--- src/rtl/glitchfree_freq_gen.sv ---
`timescale 1ns/1ps
module glitchfree_freq_gen #(
  parameter int CNT_W        = 16,
  parameter int RESET_PERIOD = 500
) (
  input  logic             clk,
  input  logic             rst_n,
  input  logic [CNT_W-1:0] period_in,
  input  logic             period_wr,
  output logic             wave_out,
  output logic             period_end
);
  localparam logic [CNT_W-1:0] ONE   = CNT_W'(1);
  localparam logic [CNT_W-1:0] MIN_P = CNT_W'(2);
  localparam logic [CNT_W-1:0] RST_P = CNT_W'(RESET_PERIOD);

  logic [CNT_W-1:0] cnt_q, active_q, shadow_q;
  logic [CNT_W-1:0] req_clamped, next_active, next_cnt;
  logic             wave_q;

  assign req_clamped = (period_in < MIN_P) ? MIN_P : period_in;
  assign period_end  = (cnt_q == active_q - ONE);
  assign next_cnt    = period_end ? '0 : cnt_q + ONE;
  assign next_active = !period_end ? active_q
                     : (period_wr ? req_clamped : shadow_q);
  assign wave_out    = wave_q;

  always_ff @(posedge clk) begin
    if (!rst_n) begin
      cnt_q    <= '0;
      active_q <= RST_P;
      shadow_q <= RST_P;
      wave_q   <= ((RST_P >> 1) != '0);
    end else begin
      cnt_q    <= next_cnt;
      active_q <= next_active;
      if (period_wr) shadow_q <= req_clamped;
      wave_q   <= (next_cnt < (next_active >> 1));
    end
  end
endmodule


--- config.mk ---
export PLATFORM = sky130hd
export DESIGN_NAME = glitchfree_freq_gen
export DESIGN_NICKNAME = d
export VERILOG_FILES = /design/src/rtl/glitchfree_freq_gen.sv
export SDC_FILE = /design/constraint.sdc
export NUM_CORES = 1
export LEC_CHECK = 0
export ABC_AREA = 1
export CORE_MARGIN = 2
export CORE_UTILIZATION = 40
export DETAILED_ROUTE_END_ITERATION = 7
export HOLD_SLACK_MARGIN = 0.02
export PLACE_DENSITY = 0.56
export SLEW_MARGIN = 0
export SYNTH_ARGS = -nofsm -noshare
export SYNTH_HDL_FRONTEND = slang
export SYNTH_SLANG_ARGS = --single-unit
export TNS_END_PERCENT = 50
--- constraint.sdc ---
create_clock -name clk -period 7.2 [get_ports clk]
set_input_delay 1.44 -clock clk [delete_from_list [all_inputs] [get_ports clk]]
set_output_delay 1.44 -clock clk [all_outputs]
set_load 0.01 [all_outputs]
# Yosys cells after proc, flatten, opt, wreduce, memory -nomap -nowiden
# Index checks and enable logic that the tools add are counted.
[classes]
eq_ne = 1
mux = 4
n_addsub = 2
n_lt_le_gt_ge = 2
[ops]
columns = ["cell", "n"]
rows = [
  ["16-bit 2-to-1 mux", 4],
  ["16-bit by 1-bit adder with 16-bit output (second input constant)", 1],
  ["16-bit equality test", 1],
  ["16-bit by 15-bit < comparator with 1-bit output", 1],
  ["16-bit by 2-bit < comparator with 1-bit output (second input constant)", 1],
  ["16-bit by 1-bit subtractor with 16-bit output (second input constant)", 1],
]
[totals]
inputBits = 19
register_bits = 49

# Depth between registers and ports, before layout
[depth]
depth_word = 5
ltp_mapped = 25
ltp_nobuf = 24

# Least setup slack after synthesis
# Ideal clock, no wire load.
[synth_path]
kind = "input -> register"
from = "input period_wr"
to = "register wave_q, in the netlist wave_out"
cell_stages = 16
required_ps = 7142
arrival_time_ps = 3321
path_slack_ps = 3821
n_path_buf = 2
path_cell_list = "clkbuf_1 -> inv_1 -> clkbuf_1 -> nand2_1 -> nand2_1 -> inv_1 -> nand2_2 -> o21ai_2 -> ha_1 -> a21oi_1 -> o21ai_0 -> a21oi_1 -> o21bai_1 -> a211oi_1 -> nand2_1 -> nand2_1"
[synth_between]
elab_chain_cells = 3
[synth_lines]
columns = ["element", "line_no", "rtl"]
rows = [
  ["from (decl)", "9", "input logic period_wr,"],
  ["16-bit 2-to-1 mux", "--", ""],
  ["16-bit 2-to-1 mux", "24", "assign next_active = !period_end ? active_q"],
  ["16-bit by 15-bit < comparator with 1-bit output", "38", "wave_q <= (next_cnt < (next_active >> 1));"],
  ["to (signal assigned)", "33", "wave_q <= ((RST_P >> 1) != '0);"],
  ["to (signal assigned)", "38", ""],
  ["to (decl)", "19", "logic wave_q;"],
]
# No other way between the ends.
# A chain may end at the register's enable or synchronous reset.

# Worst setup path in the final report
[layout_path]
from = "register active_q[0]"
to = "output period_end"
[layout_between]
elab_chain_cells = 2
[layout_lines]
columns = ["element", "line_no", "rtl"]
rows = [
  ["from (decl)", "17", "logic [CNT_W-1:0] cnt_q, active_q, shadow_q;"],
  ["from (signal assigned)", "36", "active_q <= next_active;"],
  ["16-bit by 1-bit subtractor with 16-bit output", "22", "assign period_end = (cnt_q == active_q - ONE);"],
  ["16-bit equality test", "22", ""],
  ["to (decl)", "11", "output logic period_end"],
]
# No other way between the ends.

==> reports/results.ini <==
[finish]
final_nets = 574
mostFrequentLayoutCells = nand2_1, nor2_1, inv_1
area_growth_pct = 11.52
stdcell_area_um2 = 3730
nFillCells = 862
drive_above_1_share_pct = 9.259
utilization_pct = 45.62
diodes = 0
layout_commonest_cell = nand2_1

[setup_path]
slowest_stage = clkdlybuf4s50_1
critPathMaxFanout = 24
reg2regPathDepth = 20
rr_endpoint = wave_out
max_stage_delay_ns = 0.65
critPathRequiredTime_ns = 5.76
cp_cell_sequence = inv_2 > ha_1 > nand2_4 > nor2_8 > nand3_1 > nand2_1 > nand2_1 > nor2_1 > nand3_1 > or2_1 > inv_1 > clkdlybuf4s50_1
worstSetupStartpointType = flop
crit_family = buffers and inverters
rrSetupSlack_ns = 3.34
cp-end-kind = primary output
r2r-start = active_q[0]
worstSetupPathType = flop to primary output
arrival_ns = 3.37
path_buf_inv = 3

[routing]
routed_via_density = 4.719
wl_per_cell_um = 11.84
drc_errors = 0
drt-pass1-iter-count = 4
drtIter0Drc = 129
vias = 3044
drtAntennaViolNets = 0
drt_wl_total_um = 7639

[timing]
finalSetupTns_ns = 0
fin_ws_ns = 2.392
setup-violations-final = 0
slew_headroom_pct = 58.21
clock_skew_ns = 0.006634
hold_violations = 0
rsz0062_at_grt = no
slew_violations = 0
max_freq_ghz = 0.2080
post-route-min-period_ns = 4.808
period_share_pct = 66.78
worstMarginPinSlew_ns = 0.6262

[placement]
port_buffers = 20
place_area_um2 = 3628
post-place-ws_ns = 2.708
gp_congestion = 0.8320
place_hpwl_um = 6231

[floorplan]
initial_core_util_pct = 40.91
dieArea_um2 = 9109
row_count = 33
die_w_um = 95.44
die_y_um = 95.44
core_um2 = 8175
ios = 21

[cts]
cts_setup_buffers = 0
cts_tree = done
h-tree-depth = 2
cts_hold_buf = 0
cts_resized = 0
insertion_delay_ns = 0.30
numClockSinks = 49
cts_buffers = 5
root_buffer = clkbuf_8
cts.clk_slew.worst_paths_ns = 0.09
cts_max_path_buffers = 2

[synth]
yosysTopAreaCell = dfxtp_1
synth.top_cell.area_share_pct = 29.33
syn_inst = 523
syn_area_um2 = 3344
ys_top_cells_by_area = dfxtp_1, nand2_1, nor2_1
syn_area_per_cell_um2 = 6.395
ys_seq_area_share_pct = 29.33
ys_warn_count = 0
ys_types = 33
synth_nets = 558
yosys_register_bits = 49

[global_routing]
grt_pass1_wl_um = 12930
grt_max_degree = 26
first_global_vias = 2786
grt_overflow = 0
antenna_found_initial = 0
grtUsageTotal_pct = 18.17

[power]
leakage_nw = 1.841
power.density_nw_per_um2 = 135.2
finalPower_w = 0.0005044
irDropWorstVdd_uv = 89.96

[status]
status = completed

[worst_hold_path]
min_path_type = flop to flop
holdPathStages = 2
hold-path-endpoint = shadow_q[0]
hp-start = shadow_q[0]

[job]
drv_cap = 0

[tightest hold or removal path, stage by stage (launching register included)]
cell	delay, ns
dfxtp_1	0.32
a21oi_1	0.09
nor2_1	0.08
[worst max-delay path by stage]
stage	endpoint	from	cells past startpoint	slack, ns
floorplan	wave_out	period_wr	16	3.82
global placement	period_end	active_q[0]	12	2.79
detailed placement	period_end	active_q[0]	12	2.71
CTS	period_end	active_q[0]	12	2.38
global route	period_end	active_q[0]	12	2.07
finish	period_end	active_q[0]	12	2.39
[stage by stage]
step	hold slack (ns)	cells
final	0.5231	645
after global routing	0.5606	645
after CTS	0.5243	645
after detailed placement	0.4995	637
after global placement	0.4967	637
after floorplan	0.4507	523
[layout make-up]
class                           count  area, µm²  share of cell area (%)
Tap cell                          105      131.4                   3.522
Inverter                           64      240.2                   6.441
Clock buffer                        7      96.34                   2.583
Multi-Input combinational cell    397       2061                   55.25
Clock inverter                      1      5.005                  0.1342
Timing Repair Buffer               22      215.2                   5.770
Sequential cell                    49      980.9                   26.30
[state kept, by name, summed over array words and instances, names as in the netlist]
name and cells:
cnt_q 16, shadow_q 16, active_q 16, wave_out 1
[logic make-up (layout without fill, tap and decap cells)]
| kind of cell | count (synthesis) | after routing | synth area share [%] |
|---|---|---|---|
| AOI/OAI and AO/OA | 37 | 37 | 6.734 |
| adders and majority gates | 16 | 16 | 5.986 |
| DFF | 49 | 49 | 29.33 |
| and+or+nand+nor | 322 | 322 | 43.13 |
| buffers and inverters | 77 | 94 | 9.053 |
| xor gates and xnor gates | 22 | 22 | 5.761 |
[power by group]
group	internal (W)	switching (W)
clock network	0.0000870	0.0000928
registers	0.000278	0.00000302
logic	0.0000189	0.0000251
[layer usage]
layer / share of wire [%] / global-route usage (%) / wire length, µm
met1: 52 / 25.64 / 3936
met2: 44 / 29.23 / 3372
met3: 3.0 / 2.055 / 228
met4: 1.3 / 5.238 / 101
met5: 0 / 0 / 0
[Yosys cell counts]
library cell / instances
a211oi_1: 2
a21oi_1: 16
a31oi_1: 1
and2_1: 1
buf_1: 1
buf_2: 5
buf_6: 1
clkbuf_1: 6
clkinv_1: 1
dfxtp_1: 49
ha_1: 16
inv_1: 61
inv_2: 2
nand2_1: 153
nand2_2: 12
nand2_4: 2
nand3_1: 26
nand3b_1: 4
nand4_1: 6
nor2_1: 78
nor2_2: 12
nor2_4: 2
nor2_8: 2
nor3_1: 19
nor3_4: 1
nor4_1: 2
o211ai_1: 1
o21ai_0: 8
o21ai_2: 7
o21bai_1: 2
or2_1: 2
xnor2_1: 13
xor2_1: 9
(Power assumes the default switching activity.)
